File: config.mk
export PLATFORM = sky130hd
export DESIGN_NAME = pkr_bitplane_packer
export DESIGN_NICKNAME = d
export VERILOG_FILES = /design/src/rtl/pkr_pkg.sv /design/src/rtl/pkr_unpack.sv /design/src/rtl/pkr_nibbler.sv /design/src/rtl/pkr_bitplane_packer.sv
export SDC_FILE = /design/constraint.sdc
export NUM_CORES = 1
export LEC_CHECK = 0
export ABC_AREA = 1
export BUFFER_PORTS_ARGS = -buffer_cell sky130_fd_sc_hd__clkbuf_2
export CAP_MARGIN = 10
export CORE_UTILIZATION = 50
export DETAILED_ROUTE_END_ITERATION = 16
export GPL_ROUTABILITY_DRIVEN = 0
export PLACE_DENSITY = 0.69
export SYNTH_ARGS = -nofsm -noshare
export SYNTH_HDL_FRONTEND = slang
export SYNTH_SLANG_ARGS = --single-unit
export TNS_END_PERCENT = 50
File: constraint.sdc
create_clock -name clk -period 1.6 [get_ports clk]
set_input_delay 0 -clock clk [delete_from_list [all_inputs] [get_ports clk]]
set_output_delay 0 -clock clk [all_outputs]
set_load 0.005 [all_outputs]
File: src/rtl/pkr_pkg.sv
package pkr_pkg;
  localparam int RX_W   = 7;   // payload bits per inbound transfer
  localparam int TX_W   = 4;   // payload bits per outbound transfer
  localparam int GRP    = RX_W; // one trailer bit position per group unit
  localparam int UNIT_W = 16;
  localparam int SLOT_W = $clog2(GRP + 1);

  localparam logic [1:0] K_BYTE  = 2'd0;
  localparam logic [1:0] K_DECLE = 2'd1;
  localparam logic [1:0] K_WORD  = 2'd2;

  typedef enum logic [2:0] {
    S_IDLE, S_IN_MAIN, S_IN_TRAIL, S_IN_DRAIN, S_OUT_WAIT, S_OUT_SEND, S_HS
  } pkr_state_e;

  // index of the final trailing transfer of a group
  function automatic logic [1:0] last_trail(input logic [1:0] k);
    case (k)
      K_DECLE: return 2'd2;
      K_WORD:  return 2'd1;
      default: return 2'd0;
    endcase
  endfunction

  // index of the final nibble of one unit
  function automatic logic [1:0] last_nib(input logic [1:0] k);
    case (k)
      K_DECLE: return 2'd2;
      K_WORD:  return 2'd3;
      default: return 2'd1;
    endcase
  endfunction
endpackage

File: src/rtl/pkr_unpack.sv
module pkr_unpack
  import pkr_pkg::*;
(
  input  logic                 clk,
  input  logic                 main_we,
  input  logic                 main_half,
  input  logic                 trail_we,
  input  logic [1:0]           trail_idx,
  input  logic [1:0]           kind,
  input  logic [SLOT_W-1:0]    wslot,
  input  logic [RX_W-1:0]      rx,
  input  logic [SLOT_W-1:0]    rslot,
  output logic [UNIT_W-1:0]    rdata
);
  logic [UNIT_W-1:0] grp_mem [GRP];
  logic [RX_W-1:0]   pair_lo;
  logic [2*RX_W-1:0] pair;

  assign pair  = {rx, pair_lo};
  assign rdata = grp_mem[rslot];

  always_ff @(posedge clk) begin
    if (main_we) begin
      case (kind)
        K_DECLE: grp_mem[wslot] <= {6'h00, rx, 3'b000};
        K_WORD: begin
          if (!main_half) grp_mem[wslot] <= {8'h00, rx, 1'b0};
          else            grp_mem[wslot][15:9] <= rx;
        end
        default: grp_mem[wslot] <= {8'h00, rx, 1'b0};
      endcase
    end
    if (trail_we) begin
      case (kind)
        K_DECLE: begin
          if (trail_idx == 2'd0) begin
            for (int i = 0; i < GRP; i++) grp_mem[i][2] <= rx[i];
          end else if (trail_idx == 2'd1) begin
            pair_lo <= rx;
          end else begin
            for (int i = 0; i < GRP; i++) begin
              grp_mem[i][1] <= pair[2*i];
              grp_mem[i][0] <= pair[2*i+1];
            end
          end
        end
        K_WORD: begin
          if (trail_idx == 2'd0) begin
            pair_lo <= rx;
          end else begin
            for (int i = 0; i < GRP; i++) begin
              grp_mem[i][8] <= pair[2*i];
              grp_mem[i][0] <= pair[2*i+1];
            end
          end
        end
        default: begin
          for (int i = 0; i < GRP; i++) grp_mem[i][0] <= rx[i];
        end
      endcase
    end
  end
endmodule

File: src/rtl/pkr_nibbler.sv
module pkr_nibbler
  import pkr_pkg::*;
(
  input  logic              clk,
  input  logic              rst_n,
  input  logic              load,
  input  logic              shift,
  input  logic [1:0]        kind,
  input  logic [UNIT_W-1:0] din,
  output logic [TX_W-1:0]   nib
);
  logic [UNIT_W-1:0] sh_q, sh_d;

  always_comb begin
    sh_d = sh_q;
    if (load) begin
      case (kind)
        K_DECLE: sh_d = {6'h00, din[9:0]};
        K_WORD:  sh_d = din;
        default: sh_d = {8'h00, din[7:0]};
      endcase
    end else if (shift) begin
      sh_d = {{TX_W{1'b0}}, sh_q[UNIT_W-1:TX_W]};
    end
  end

  always_ff @(posedge clk or negedge rst_n) begin
    if (!rst_n) sh_q <= '0;
    else if (load || shift) sh_q <= sh_d;
  end

  assign nib = sh_q[TX_W-1:0];
endmodule

File: src/rtl/pkr_bitplane_packer.sv
module pkr_bitplane_packer
  import pkr_pkg::*;
#(
  parameter int LEN_W = 5
) (
  input  logic             clk,
  input  logic             rst_n,
  input  logic             start,
  input  logic             dir_out,
  input  logic [1:0]       kind,
  input  logic [LEN_W-1:0] len_m1,
  input  logic             xfer,
  input  logic [6:0]       rx_data,
  output logic [3:0]       tx_nib,
  output logic             unit_valid,
  output logic [15:0]      unit_data,
  output logic             unit_req,
  input  logic             unit_wr,
  input  logic [15:0]      unit_wdata,
  output logic             hs_req,
  output logic             hs_done,
  output logic             hs_ok,
  output logic             busy
);
  localparam int REM_W = LEN_W + 1;
  localparam logic [RX_W-1:0] HS_PATTERN = 7'b1010101;
  localparam logic [TX_W-1:0] HS_REPLY   = 4'b1010;
  localparam logic [TX_W-1:0] TX_IDLE    = 4'b1111;

  // reset: asynchronous assert, synchronous release
  logic [1:0] rst_sync;
  logic       srst_n;
  always_ff @(posedge clk or negedge rst_n) begin
    if (!rst_n) rst_sync <= 2'b00;
    else        rst_sync <= {rst_sync[0], 1'b1};
  end
  assign srst_n = rst_sync[1];

  function automatic logic [SLOT_W-1:0] grp_of(input logic [REM_W-1:0] r);
    return (r > REM_W'(GRP)) ? SLOT_W'(GRP) : r[SLOT_W-1:0];
  endfunction

  pkr_state_e        st_q, st_d;
  logic [1:0]        kind_q, kind_d;
  logic [REM_W-1:0]  rem_q, rem_d;
  logic [SLOT_W-1:0] grp_q, grp_d, slot_q, slot_d;
  logic              half_q, half_d;
  logic [1:0]        tr_q, tr_d, nib_q, nib_d;
  logic              main_we, trail_we, nb_load, nb_shift;
  logic [TX_W-1:0]   nb_out;

  always_comb begin
    st_d = st_q; kind_d = kind_q; rem_d = rem_q; grp_d = grp_q;
    slot_d = slot_q; half_d = half_q; tr_d = tr_q; nib_d = nib_q;
    main_we = 1'b0; trail_we = 1'b0; nb_load = 1'b0; nb_shift = 1'b0;
    case (st_q)
      S_IDLE: if (start) begin
        kind_d = kind;
        rem_d  = REM_W'(len_m1) + REM_W'(1);
        grp_d  = grp_of(REM_W'(len_m1) + REM_W'(1));
        slot_d = '0; half_d = 1'b0; tr_d = 2'd0; nib_d = 2'd0;
        st_d   = dir_out ? S_OUT_WAIT : S_IN_MAIN;
      end
      S_IN_MAIN: if (xfer) begin
        main_we = 1'b1;
        if (kind_q == K_WORD && !half_q) begin
          half_d = 1'b1;
        end else begin
          half_d = 1'b0;
          if (slot_q == grp_q - SLOT_W'(1)) begin
            st_d = S_IN_TRAIL; tr_d = 2'd0;
          end else begin
            slot_d = slot_q + SLOT_W'(1);
          end
        end
      end
      S_IN_TRAIL: if (xfer) begin
        trail_we = 1'b1;
        if (tr_q == last_trail(kind_q)) begin
          st_d = S_IN_DRAIN; slot_d = '0;
        end else begin
          tr_d = tr_q + 2'd1;
        end
      end
      S_IN_DRAIN: begin
        rem_d = rem_q - REM_W'(1);
        if (slot_q == grp_q - SLOT_W'(1)) begin
          if (rem_q == REM_W'(1)) begin
            st_d = S_HS;
          end else begin
            st_d = S_IN_MAIN; slot_d = '0;
            grp_d = grp_of(rem_q - REM_W'(1));
          end
        end else begin
          slot_d = slot_q + SLOT_W'(1);
        end
      end
      S_OUT_WAIT: if (unit_wr) begin
        nb_load = 1'b1; nib_d = 2'd0; st_d = S_OUT_SEND;
      end
      S_OUT_SEND: if (xfer) begin
        nb_shift = 1'b1;
        if (nib_q == last_nib(kind_q)) begin
          rem_d = rem_q - REM_W'(1);
          st_d  = (rem_q == REM_W'(1)) ? S_HS : S_OUT_WAIT;
        end else begin
          nib_d = nib_q + 2'd1;
        end
      end
      S_HS: if (xfer) st_d = S_IDLE;
      default: st_d = S_IDLE;
    endcase
  end

  always_ff @(posedge clk or negedge srst_n) begin
    if (!srst_n) begin
      st_q <= S_IDLE; kind_q <= K_BYTE; rem_q <= '0; grp_q <= '0;
      slot_q <= '0; half_q <= 1'b0; tr_q <= 2'd0; nib_q <= 2'd0;
    end else begin
      st_q <= st_d; kind_q <= kind_d; rem_q <= rem_d; grp_q <= grp_d;
      slot_q <= slot_d; half_q <= half_d; tr_q <= tr_d; nib_q <= nib_d;
    end
  end

  pkr_unpack u_unpack (
    .clk(clk), .main_we(main_we), .main_half(half_q), .trail_we(trail_we),
    .trail_idx(tr_q), .kind(kind_q), .wslot(slot_q), .rx(rx_data),
    .rslot(slot_q), .rdata(unit_data)
  );

  pkr_nibbler u_nib (
    .clk(clk), .rst_n(srst_n), .load(nb_load), .shift(nb_shift),
    .kind(kind_q), .din(unit_wdata), .nib(nb_out)
  );

  assign busy       = (st_q != S_IDLE);
  assign unit_valid = (st_q == S_IN_DRAIN);
  assign unit_req   = (st_q == S_OUT_WAIT);
  assign hs_req     = (st_q == S_HS);
  assign hs_done    = hs_req && xfer;
  assign hs_ok      = hs_done && (rx_data == HS_PATTERN);
  assign tx_nib     = (st_q == S_OUT_SEND) ? nb_out :
                      (st_q == S_HS)       ? HS_REPLY : TX_IDLE;

  // group size follows the remaining count
  assert_group_size_R5: assert property (@(posedge clk) disable iff (!srst_n)
    (st_q == S_IN_MAIN) |-> (grp_q == grp_of(rem_q)));
  // a group starts draining only right after its last trailer
  assert_release_after_trail_R7: assert property (@(posedge clk) disable iff (!srst_n)
    $rose(unit_valid) |-> ($past(st_q) == S_IN_TRAIL && $past(xfer)));
  assert_drain_slot_R7: assert property (@(posedge clk) disable iff (!srst_n)
    unit_valid |-> (slot_q < grp_q));
  assert_nib_range_R8: assert property (@(posedge clk) disable iff (!srst_n)
    (st_q == S_OUT_SEND) |-> (nib_q <= last_nib(kind_q)));
  assert_hs_exit_R9: assert property (@(posedge clk) disable iff (!srst_n)
    hs_done |=> !busy);
endmodule

==> impl_metrics.tcl, run 1 <==
set metrics [dict create \
    setup_viol 299 \
    crit_path_cell_trace "buf_6 > nand3_2 > inv_4 > buf_4 > a221oi_1 > nand2_1 > clkbuf_2" \
    holdWs_ps 34.01 \
    place_hpwl_um 15020 \
    synth.area.top_cells "edfxtp_1 (49%), dfrtp_1 (12%), nand2_1 (11%)" \
    async_flop_share_pct 22.99 \
    cts_tree "yes" \
    gr-total-overflow 0 \
    rows 46 \
    avgViaCountPerCell 5.489 \
    nets 1146 \
    die_w_um 130.6 \
    cts_made_buffers 17 \
    portBuffers 61 \
    num_io_pins 62 \
    wl_per_cell_um 18.54 \
    required_ps 1600 \
    cts_sinks 174 \
    h-tree-depth 4 \
    drive_gt1_share_pct 40.92 \
    clkTransAtPathRegs_ps 70 \
    clockBufferDepth 2 \
    drt_iter0_drc 544 \
    clock_latency_ps 440 \
    dieArea_um2 17060 \
    total_power_mw 18.60 \
    ir_drop_mv 1.094 \
    endpoint_kind "output pin" \
    swShare_pct 37.89 \
    multi_input_area_um2 3546 \
    syn_inst 832 \
    drv_slew 0 \
    reg2reg_setup_slack_ps -290 \
    grt_pass1_wl_um 36100 \
    finClkSkew_ps 12.19 \
    synth.most_common_cell "nand2_1" \
    total_leakage_power_nw 5.068 \
    synth_ff_type "edfxtp_1" \
    cp-endpoint "unit_data[12]" \
    n_antenna_cell 0 \
    grt_max_degree 39 \
    initial_core_util_pct 51.69 \
    yosysTopAreaCellShare_pct 48.65 \
    root_buffer "clkbuf_16" \
    p_seq_share_pct 31.4 \
    worstReg2RegEnd "u_unpack.grp_mem[1][0]$_DFFE_PP_" \
    vias 7290 \
    areaGrowthSynthToFinish_pct 46.66 \
    ant_nets 0 \
    grt_pass1_vias 7082 \
    synth.largest_area_cell "edfxtp_1" \
    grt_setup_unrepaired "yes" \
    synth_edf_count 134 \
    seqCellArea_um2 5027 \
    worst_setup_path_start_kind "register" \
    fin_crit_ps 2045 \
    relSlewSlack_pct 64.22 \
    fill_cells 1014 \
    p_clk_share_pct 22.5 \
    grtUsageTotal_pct 28.62 \
    routed_wirelength_um 24620 \
    power.internal_mw 11.55 \
    ys_ff_latch 174 \
    combPwrFrac_pct 46.1 \
    worstPathArrival_ps 2050 \
    switchingPower_mw 7.049 \
    dr.pass1.iters 5 \
    critPathMaxFanout 5 \
    syn-cell-area_um2 8270 \
    worst_path_largest_cell_delay_ps 430 \
    synth_seq_area_share_pct 60.76 \
    ys_types 43 \
    violations "negative setup slack" \
    power.density_nw_per_um2 1534 \
    status "finished, violations left" \
    hold_viol 0 \
    synth_common_cells "nand2_1 (234), edfxtp_1 (134), inv_1 (87)" \
    dieHeight_um 130.6 \
    worstMarginPinSlew_ps 536.7 \
    min_period_over_period_pct 127.8 \
    hp-class "in -> reg" \
    fmax_mhz 488.9 \
    yosysWarnings 0 \
    antenna_found_initial 0 \
    drc_errors 0 \
    core_um2 16000 \
    worstSetupStartpoint "slot_q[0]$_DFFE_PN0P_" \
    rr_startpoint "kind_q[1]$_DFFE_PN0P_" \
    cap_violations 0 \
    slowest_stage "dfrtp_1" \
    r2r_cells 8 \
    worst_slack_ps -445.4 \
    synth.net_count 879 \
    syn_avg_cell_area_um2 9.940 \
    critPathKind "reg -> out" \
]
==> cell families (layout without fill, tap and decap cells) <==
kind of cell	Yosys count	after routing	synth area share (%)
AO/OA/AOI/OAI	140	140	10.41
XOR/XNOR	8	8	0.8472
adder cells (fa/ha/maj)	11	11	1.664
buffers and inverters	115	395	5.703
flip-flops	174	174	60.76
other	1	1	0.04534
AND/OR/NAND/NOR	383	383	20.58
==> per-stage QoR <==
step	std cells	TNS, ps	utilization, %	setup slack, ps	area, um2
floorplan	832	-32030	-	-185.3	8443
global placement	1224	-43570	62.35	-244.4	9976
detailed placement	1224	-52010	62.35	-275.9	9976
CTS	1316	-47660	72.54	-385.6	11610
global route	1328	-83720	75.81	-534.1	12130
finish	1328	-61610	75.81	-445.4	12130
==> power groups by stage <==
| stage | logic, mW | registers, mW | clock network (mW) |
|---|---|---|---|
| final | 8.58 | 5.84 | 4.18 |
| after CTS | 7.53 | 5.83 | 4.17 |
| after detailed placement | 6.48 | 5.91 | 0 |
| after global routing | 9.35 | 5.90 | 4.36 |
| after global placement | 6.36 | 5.89 | 0 |
| after floorplan | 3.79 | 5.84 | 0 |
==> layout by cell type (no fill, tap or decap), types with 4 or more instances in the layout <==
cell,instances
a21oi_1,10
a21oi_2,8
a221oi_1,5
a221oi_2,4
a22o_1,7
a22oi_1,15
buf_12,9
buf_4,113
buf_6,52
clkbuf_16,17
clkbuf_2,57
clkinvlp_4,6
dfrtp_1,38
dlygate4sd3_1,32
edfxtp_1,134
ha_1,7
inv_1,64
inv_2,11
inv_4,14
inv_6,6
nand2_1,186
nand2_2,36
nand2_4,13
nand3_1,33
nand3_2,12
nand3_4,6
nand3b_1,7
nand4_1,16
nor2_1,22
nor2_2,7
nor2_4,27
nor3_4,9
o211ai_1,5
o21ai_0,20
o21ai_1,38
o21ai_2,9
o22ai_1,4
xnor2_1,4
==> metal layers <==
| layer | wire [um] | share of wire, % | GRT usage, % | vias up |
|---|---|---|---|---|
| li1 | - | - | - | 3406 |
| met2 | 13030 | 53 | 51.54 | 281 |
| met5 | 0 | 0 | 0 | - |
| met4 | 738 | 3.0 | 12.37 | 0 |
| met3 | 1304 | 5.3 | 4.072 | 55 |
| met1 | 9546 | 39 | 34.16 | 3548 |
==> area by class of cell <==
type | instances | share of cell area (%)
Inverter | 93 | 3.311
Tap cell | 216 | 2.228
Timing Repair inverter | 1 | 0.06189
Multi-Input combinational cell | 543 | 29.23
Sequential cell | 174 | 41.45
Timing Repair Buffer | 269 | 18.80
Clock inverter | 15 | 1.413
Clock buffer | 17 | 3.507
==> registers in the layout (all words and copies together) (netlist names) <==
signal,flops
tr_q,2
kind_q,2
nib_q,2
u_nib.sh_q,16
rem_q,6
grp_q,3
slot_q,3
u_unpack.grp_mem,127
st_q,3
rst_sync,2
half_q,1
u_unpack.pair_lo,7
==> worst max-delay path: cells and delay by family, from the launching register on <==
family / cells / cell delay (ps)
AOI/OAI and AO/OA: 1 / 340
DFF: 1 / 430
and+or+nand+nor: 2 / 280
buffers and inverters: 4 / 550
==> worst min path at each step <==
stage,from,to,depth (start not counted)
after floorplan,rst_n,rst_sync[0]$_DFF_PN0_,0
after global placement,rst_n,rst_sync[0]$_DFF_PN0_,1
after detailed placement,rst_n,rst_sync[0]$_DFF_PN0_,1
after CTS,unit_wr,u_nib.sh_q[5]$_DFFE_PN0P_,4
after global routing,rx_data[3],u_unpack.grp_mem[5][4]$_DFFE_PP_,4
final,rx_data[3],u_unpack.grp_mem[6][4]$_DFFE_PP_,4
==> what timing repair did <==
action | 4_1_cts | 5_1_grt
buffers inserted | 29 | 15
pin swaps | 47 | 38
gates resized for setup | 169 | 131
gates cloned | 3 | 0
hold endpoints to repair | 32 | 1
hold buffers | 31 | 1
endpoints found under the setup margin | 312 | 320
Note: power is estimated with default switching activity, not from simulation.
==> inputs of run 2 (changes only) <==
--- a/config.mk
+++ b/config.mk
@@ -12,6 +12,7 @@
 export DETAILED_ROUTE_END_ITERATION = 16
 export GPL_ROUTABILITY_DRIVEN = 0
 export PLACE_DENSITY = 0.69
+export RECOVER_POWER = 25
 export SYNTH_ARGS = -nofsm -noshare
 export SYNTH_HDL_FRONTEND = slang
 export SYNTH_SLANG_ARGS = --single-unit
==> run 2 against run 1 <==
Total power about the same. Fmax is essentially flat. Critical endpoint unchanged. Clock-buffer cell count did not move. Critical path depth is the same. Global-route usage unchanged. The flow still finishes with violations (negative setup slack).
==> impl_metrics.tcl, run 2 (synthesized netlist as in run 1, its figures left out) <==
set metrics [dict create \
    n_antenna_cell 0 \
    endpoint_kind "output pin" \
    areaGrowthSynthToFinish_pct 46.52 \
    grt_max_degree 39 \
    final_cell_mix "nand2_1 (186), edfxtp_1 (134), buf_4 (112)" \
    routed_wirelength_um 24610 \
    drive_gt1_share_pct 40.29 \
    largest_reg_flops 127 \
    use_met2_pct 51.54 \
    worstMarginPinSlew_ps 1039 \
    cts_made_buffers 17 \
    swShare_pct 37.97 \
    total_power_mw 18.62 \
    clockBufferDepth 2 \
    drt_iter0_drc 555 \
    worst_slack_ps -446.1 \
    wl_per_cell_um 18.53 \
    antenna_found_initial 0 \
    r2r_cells 8 \
    rr_startpoint "kind_q[1]$_DFFE_PN0P_" \
    hold_depth 5 \
    required_ps 1600 \
    power.internal_mw 11.55 \
    place_hpwl_um 15020 \
    fill_cells 1020 \
    finClkSkew_ps 11.43 \
    grt_setup_unrepaired "yes" \
    grtUsageTotal_pct 28.62 \
    clock_latency_ps 440 \
    seqCellArea_um2 5027 \
    rows 46 \
    dieHeight_um 130.6 \
    hp-start "len_m1[2]" \
    multi_input_area_um2 3546 \
    grt_pass1_wl_um 36100 \
    combPwrFrac_pct 46.1 \
    top_register "u_unpack.grp_mem" \
    status "finished, violations left" \
    busiest_layer "met2" \
    die_w_um 130.6 \
    worstSetupStartpoint "slot_q[0]$_DFFE_PN0P_" \
    critPathMaxFanout 5 \
    post-place-cells 1224 \
    relSlewSlack_pct 30.73 \
    min_period_over_period_pct 127.9 \
    reg_top3 "u_unpack.grp_mem: 127 flops, u_nib.sh_q: 16 flops, u_unpack.pair_lo: 7 flops" \
    root_buffer "clkbuf_16" \
    avgViaCountPerCell 5.507 \
    nets 1146 \
    vias 7313 \
    fmax_mhz 488.7 \
    h-tree-depth 4 \
    cts_sinks 174 \
    grtUsageMet3_pct 4.072 \
    worstPathArrival_ps 2050 \
    mostFrequentLayoutCell "nand2_1" \
    core_um2 16000 \
    violations "negative setup slack" \
    met1_usage_pct 34.16 \
    drc_errors 0 \
    setup_viol 299 \
    cap_violations 0 \
    hp-class "in -> reg" \
    grt_pass1_vias 7082 \
    hold_viol 0 \
    fin_crit_ps 2046 \
    cts_tree "yes" \
    p_clk_share_pct 22.5 \
    power.density_nw_per_um2 1536 \
    p_seq_share_pct 31.4 \
    switchingPower_mw 7.068 \
    initial_core_util_pct 51.69 \
    gr-total-overflow 0 \
    clkTransAtPathRegs_ps 70 \
    num_io_pins 62 \
    stdcell_count 1328 \
    dr.pass1.iters 6 \
    drv_slew 0 \
    ir_drop_mv 1.095 \
    portBuffers 61 \
    ant_nets 0 \
    dieArea_um2 17060 \
    worst_setup_path_start_kind "register" \
    total_leakage_power_nw 5.047 \
    critPathKind "reg -> out" \
]
run 2: cell count changes in the layout (fill, tap and decap cells not counted):
cell / before / now
buf_4: 113 / 112
clkbuf_1: 0 / 7
clkbuf_2: 57 / 51
run 2: layer usage:
layer / up-vias / wire length (um)
met4: 0 / 694
met3: 55 / 1242
met5: - / 0
met2: 282 / 13040
met1: 3568 / 9625
li1: 3408 / -
run 2: final timing paths:
path | endpoint | slack, ps
max | unit_data[12] | -450
min | grp_q[2]$_DFFE_PN0P_ | 40
max reg2reg | u_unpack.grp_mem[1][0]$_DFFE_PP_ | -290
min reg2reg | rst_sync[1]$_DFF_PN0_ | 370
max in group asynchronous | slot_q[2]$_DFFE_PN0P_ | 380
min in group asynchronous | rst_sync[1]$_DFF_PN0_ | 420
run 2: area by class of cell:
class,count,area share [%]
repair inverters,1,0.06195
well taps,216,2.230
clock inverters,15,1.415
inverters,93,3.314
repair buffers,269,18.72
clock buffers,17,3.511
flip-flops and latches,174,41.49
multi-input cells,543,29.26
run 2: what timing repair did:
action,CTS,global route
hold endpoints to repair,32,1
gates cloned,3,0
gates resized for setup,169,131
buffers inserted,29,15
endpoints found under the setup margin,312,320
hold buffers,31,1
pin swaps,47,38
run 2: power groups by stage:
stage / clock (mW) / combinational [mW] / sequential, mW
finish: 4.20 / 8.58 / 5.84
global route: 4.36 / 9.35 / 5.90
CTS: 4.17 / 7.53 / 5.83
detailed placement: 0 / 6.48 / 5.91
global placement: 0 / 6.36 / 5.89
floorplan: 0 / 3.79 / 5.84
run 2: critical path, stage by stage, from the launching register on:
cell	delay, ps
dfrtp_1	430
buf_6	160
nand3_2	160
inv_4	90
buf_4	170
a221oi_1	340
nand2_1	120
clkbuf_2	130
run 2: through the flow:
stage | TNS [ps] | hold WS, ps | setup WS (ps) | cell area (um2) | utilization (%)
2_1_floorplan | -32030 | -295.6 | -185.3 | 8443 | -
3_3_place_gp | -43570 | -214.8 | -244.4 | 9976 | 62.35
3_5_place_dp | -52010 | -213.1 | -275.9 | 9976 | 62.35
4_1_cts | -47660 | 1.174 | -385.6 | 11610 | 72.54
5_1_grt | -83930 | 65.48 | -534.1 | 12120 | 75.74
6_report | -61140 | 36.70 | -446.1 | 12120 | 75.74
==> inputs of run 3 (changes only) <==
--- a/config.mk
+++ b/config.mk
@@ -7,7 +7,7 @@
 export LEC_CHECK = 0
 export ABC_AREA = 1
 export BUFFER_PORTS_ARGS = -buffer_cell sky130_fd_sc_hd__clkbuf_2
-export CAP_MARGIN = 10
+export CAP_MARGIN = 20
 export CORE_UTILIZATION = 50
 export DETAILED_ROUTE_END_ITERATION = 16
 export GPL_ROUTABILITY_DRIVEN = 0
==> constraint.sdc (replaced) <==
create_clock -name clk -period 1.6 [get_ports clk]
set_input_delay 0 -clock clk [delete_from_list [all_inputs] [get_ports clk]]
set_output_delay 0 -clock clk [all_outputs]
set_load 0.05 [all_outputs]
==> run 3 against run 2 <==
The run still ends with negative setup slack left. Critical path depth stayed put. Non-clock buffer count is 16 higher. Highest routed layer unchanged. Global-route usage is 0.50 points higher. Sequential share of layout area is 1.8 points lower.
==> impl_metrics.tcl, run 3 (synthesized netlist as in run 1, its figures left out) <==
set metrics [dict create \
    status "finished, violations left" \
    violations "negative setup slack" \
    drv_slew 0 \
    power.density_nw_per_um2 1684 \
    clockBufferDepth 2 \
    dr.pass1.iters 8 \
    rows 46 \
    dieArea_um2 17060 \
    total_power_mw 21.37 \
    n_antenna_cell 0 \
    stdcell_count 1343 \
    grt_max_degree 39 \
    drt_iter0_drc 586 \
    setup-tns-final_ps -54380 \
    nets 1163 \
    grt_pass1_wl_um 36680 \
    fmax_mhz 493.3 \
    cap_violations 0 \
    relSlewSlack_pct 33.62 \
    ir_drop_mv 1.616 \
    endpoint_kind "output pin" \
    areaGrowthSynthToFinish_pct 53.40 \
    core_um2 16000 \
    drc_errors 0 \
    mostFrequentLayoutCell "nand2_1" \
    worstPathArrival_ps 2030 \
    worst_setup_path_start_kind "register" \
    critPathKind "reg -> out" \
    total_leakage_power_nw 5.268 \
    h-tree-depth 4 \
    grtUsageTotal_pct 29.12 \
    fin_crit_ps 2027 \
    hp-class "in -> reg" \
    stdcell_area_um2 12690 \
    reg_top3 "u_unpack.grp_mem: 127 flops, u_nib.sh_q: 16 flops, u_unpack.pair_lo: 7 flops" \
    antenna_found_initial 0 \
    pre_cts_slack_ps -248.6 \
    root_buffer "clkbuf_16" \
    hold_viol 0 \
    place_hpwl_um 15680 \
    finClkSkew_ps 12.93 \
    routed_wirelength_um 24810 \
    critPathMaxFanout 7 \
    setup_viol 310 \
    ant_nets 0 \
    top_register "u_unpack.grp_mem" \
    initial_core_util_pct 51.69 \
    cts_made_buffers 17 \
    required_ps 1600 \
    cts_sinks 174 \
    post-place-cells 1238 \
    num_io_pins 62 \
    die_w_um 130.6 \
    placed_area_um2 10450 \
    portBuffers 61 \
    vias 7350 \
    drive_gt1_share_pct 42.41 \
    min_period_over_period_pct 126.7 \
    grt_pass1_vias 7177 \
    dieHeight_um 130.6 \
    wl_per_cell_um 18.47 \
    worstMarginPinSlew_ps 995.8 \
    largest_reg_flops 127 \
    gr-total-overflow 0 \
    final_cell_mix "nand2_1 (183), edfxtp_1 (134), buf_4 (125)" \
    clock_latency_ps 440 \
    grt_setup_unrepaired "yes" \
    clkTransAtPathRegs_ps 70 \
    cts_tree "yes" \
    avgViaCountPerCell 5.473 \
    worst_slack_ps -427.0 \
]
==> run 3: worst max-delay path, cell delays in order (launching register included) <==
cell and delay [ps]:
dfrtp_2 500, buf_6 150, nor3_4 270, buf_6 190
buf_12 120, a22oi_1 60, nand3b_1 140, buf_12 150
==> run 3: final cells by class <==
class / count / area [um2]
tap: 216 / 270.3
timing repair inverter: 1 / 7.507
fill: 949 / 3313
timing repair buffer: 285 / 2729
clock buffer: 18 / 429.2
multi-input combinational: 544 / 3667
clock inverter: 12 / 138.9
sequential: 174 / 5030
inverter: 93 / 415.4
==> run 3: final timing paths <==
kind                       slack, ps  cells after the start                                to                   from
setup / recovery                -430                      7                      unit_data[4]  slot_q[2]$_DFFE_PN0P_
hold / removal                    10                      4         u_nib.sh_q[1]$_DFFE_PN0P_                unit_wr
setup reg to reg                -320                      7  u_unpack.grp_mem[2][8]$_DFFE_PP_  slot_q[2]$_DFFE_PN0P_
hold reg to reg                  350                      0             rst_sync[1]$_DFF_PN0_  rst_sync[0]$_DFF_PN0_
max in group asynchronous        430                      1             slot_q[1]$_DFFE_PN0P_  rst_sync[1]$_DFF_PN0_
min in group asynchronous        420                      3             rst_sync[0]$_DFF_PN0_                  rst_n
==> run 3: power by group <==
| part | switching, mW | internal [mW] | leakage, nW |
|---|---|---|---|
| logic | 6.35 | 5.05 | 3.38 |
| clock network | 1.78 | 2.30 | 0.266 |
| registers | 0.360 | 5.54 | 1.62 |
==> run 3: stage by stage <==
step           hold slack, ps  util (%)
2_1_floorplan          -295.6         -
3_3_place_gp           -213.8     65.33
3_5_place_dp           -210.1     65.33
4_1_cts                 8.744     76.09
5_1_grt                 36.69     79.29
6_report                14.54     79.29
==> run 3: timing repair <==
item	4_1_cts	5_1_grt
buffers inserted	28	26
gates cloned	1	2
hold buffers	31	0
setup endpoints to repair	310	323
endpoints found under the hold margin	33	0
resized for setup	200	108
pin swaps	49	43
==> run 3: per-layer routing <==
metal  global-route usage (%)  wire (um)  part of all wire [%]
met4                    11.22        821                   3.3
met2                    52.29      13180                    53
met5                        0          0                     0
met3                    5.822       1346                   5.4
met1                    34.34       9456                    38
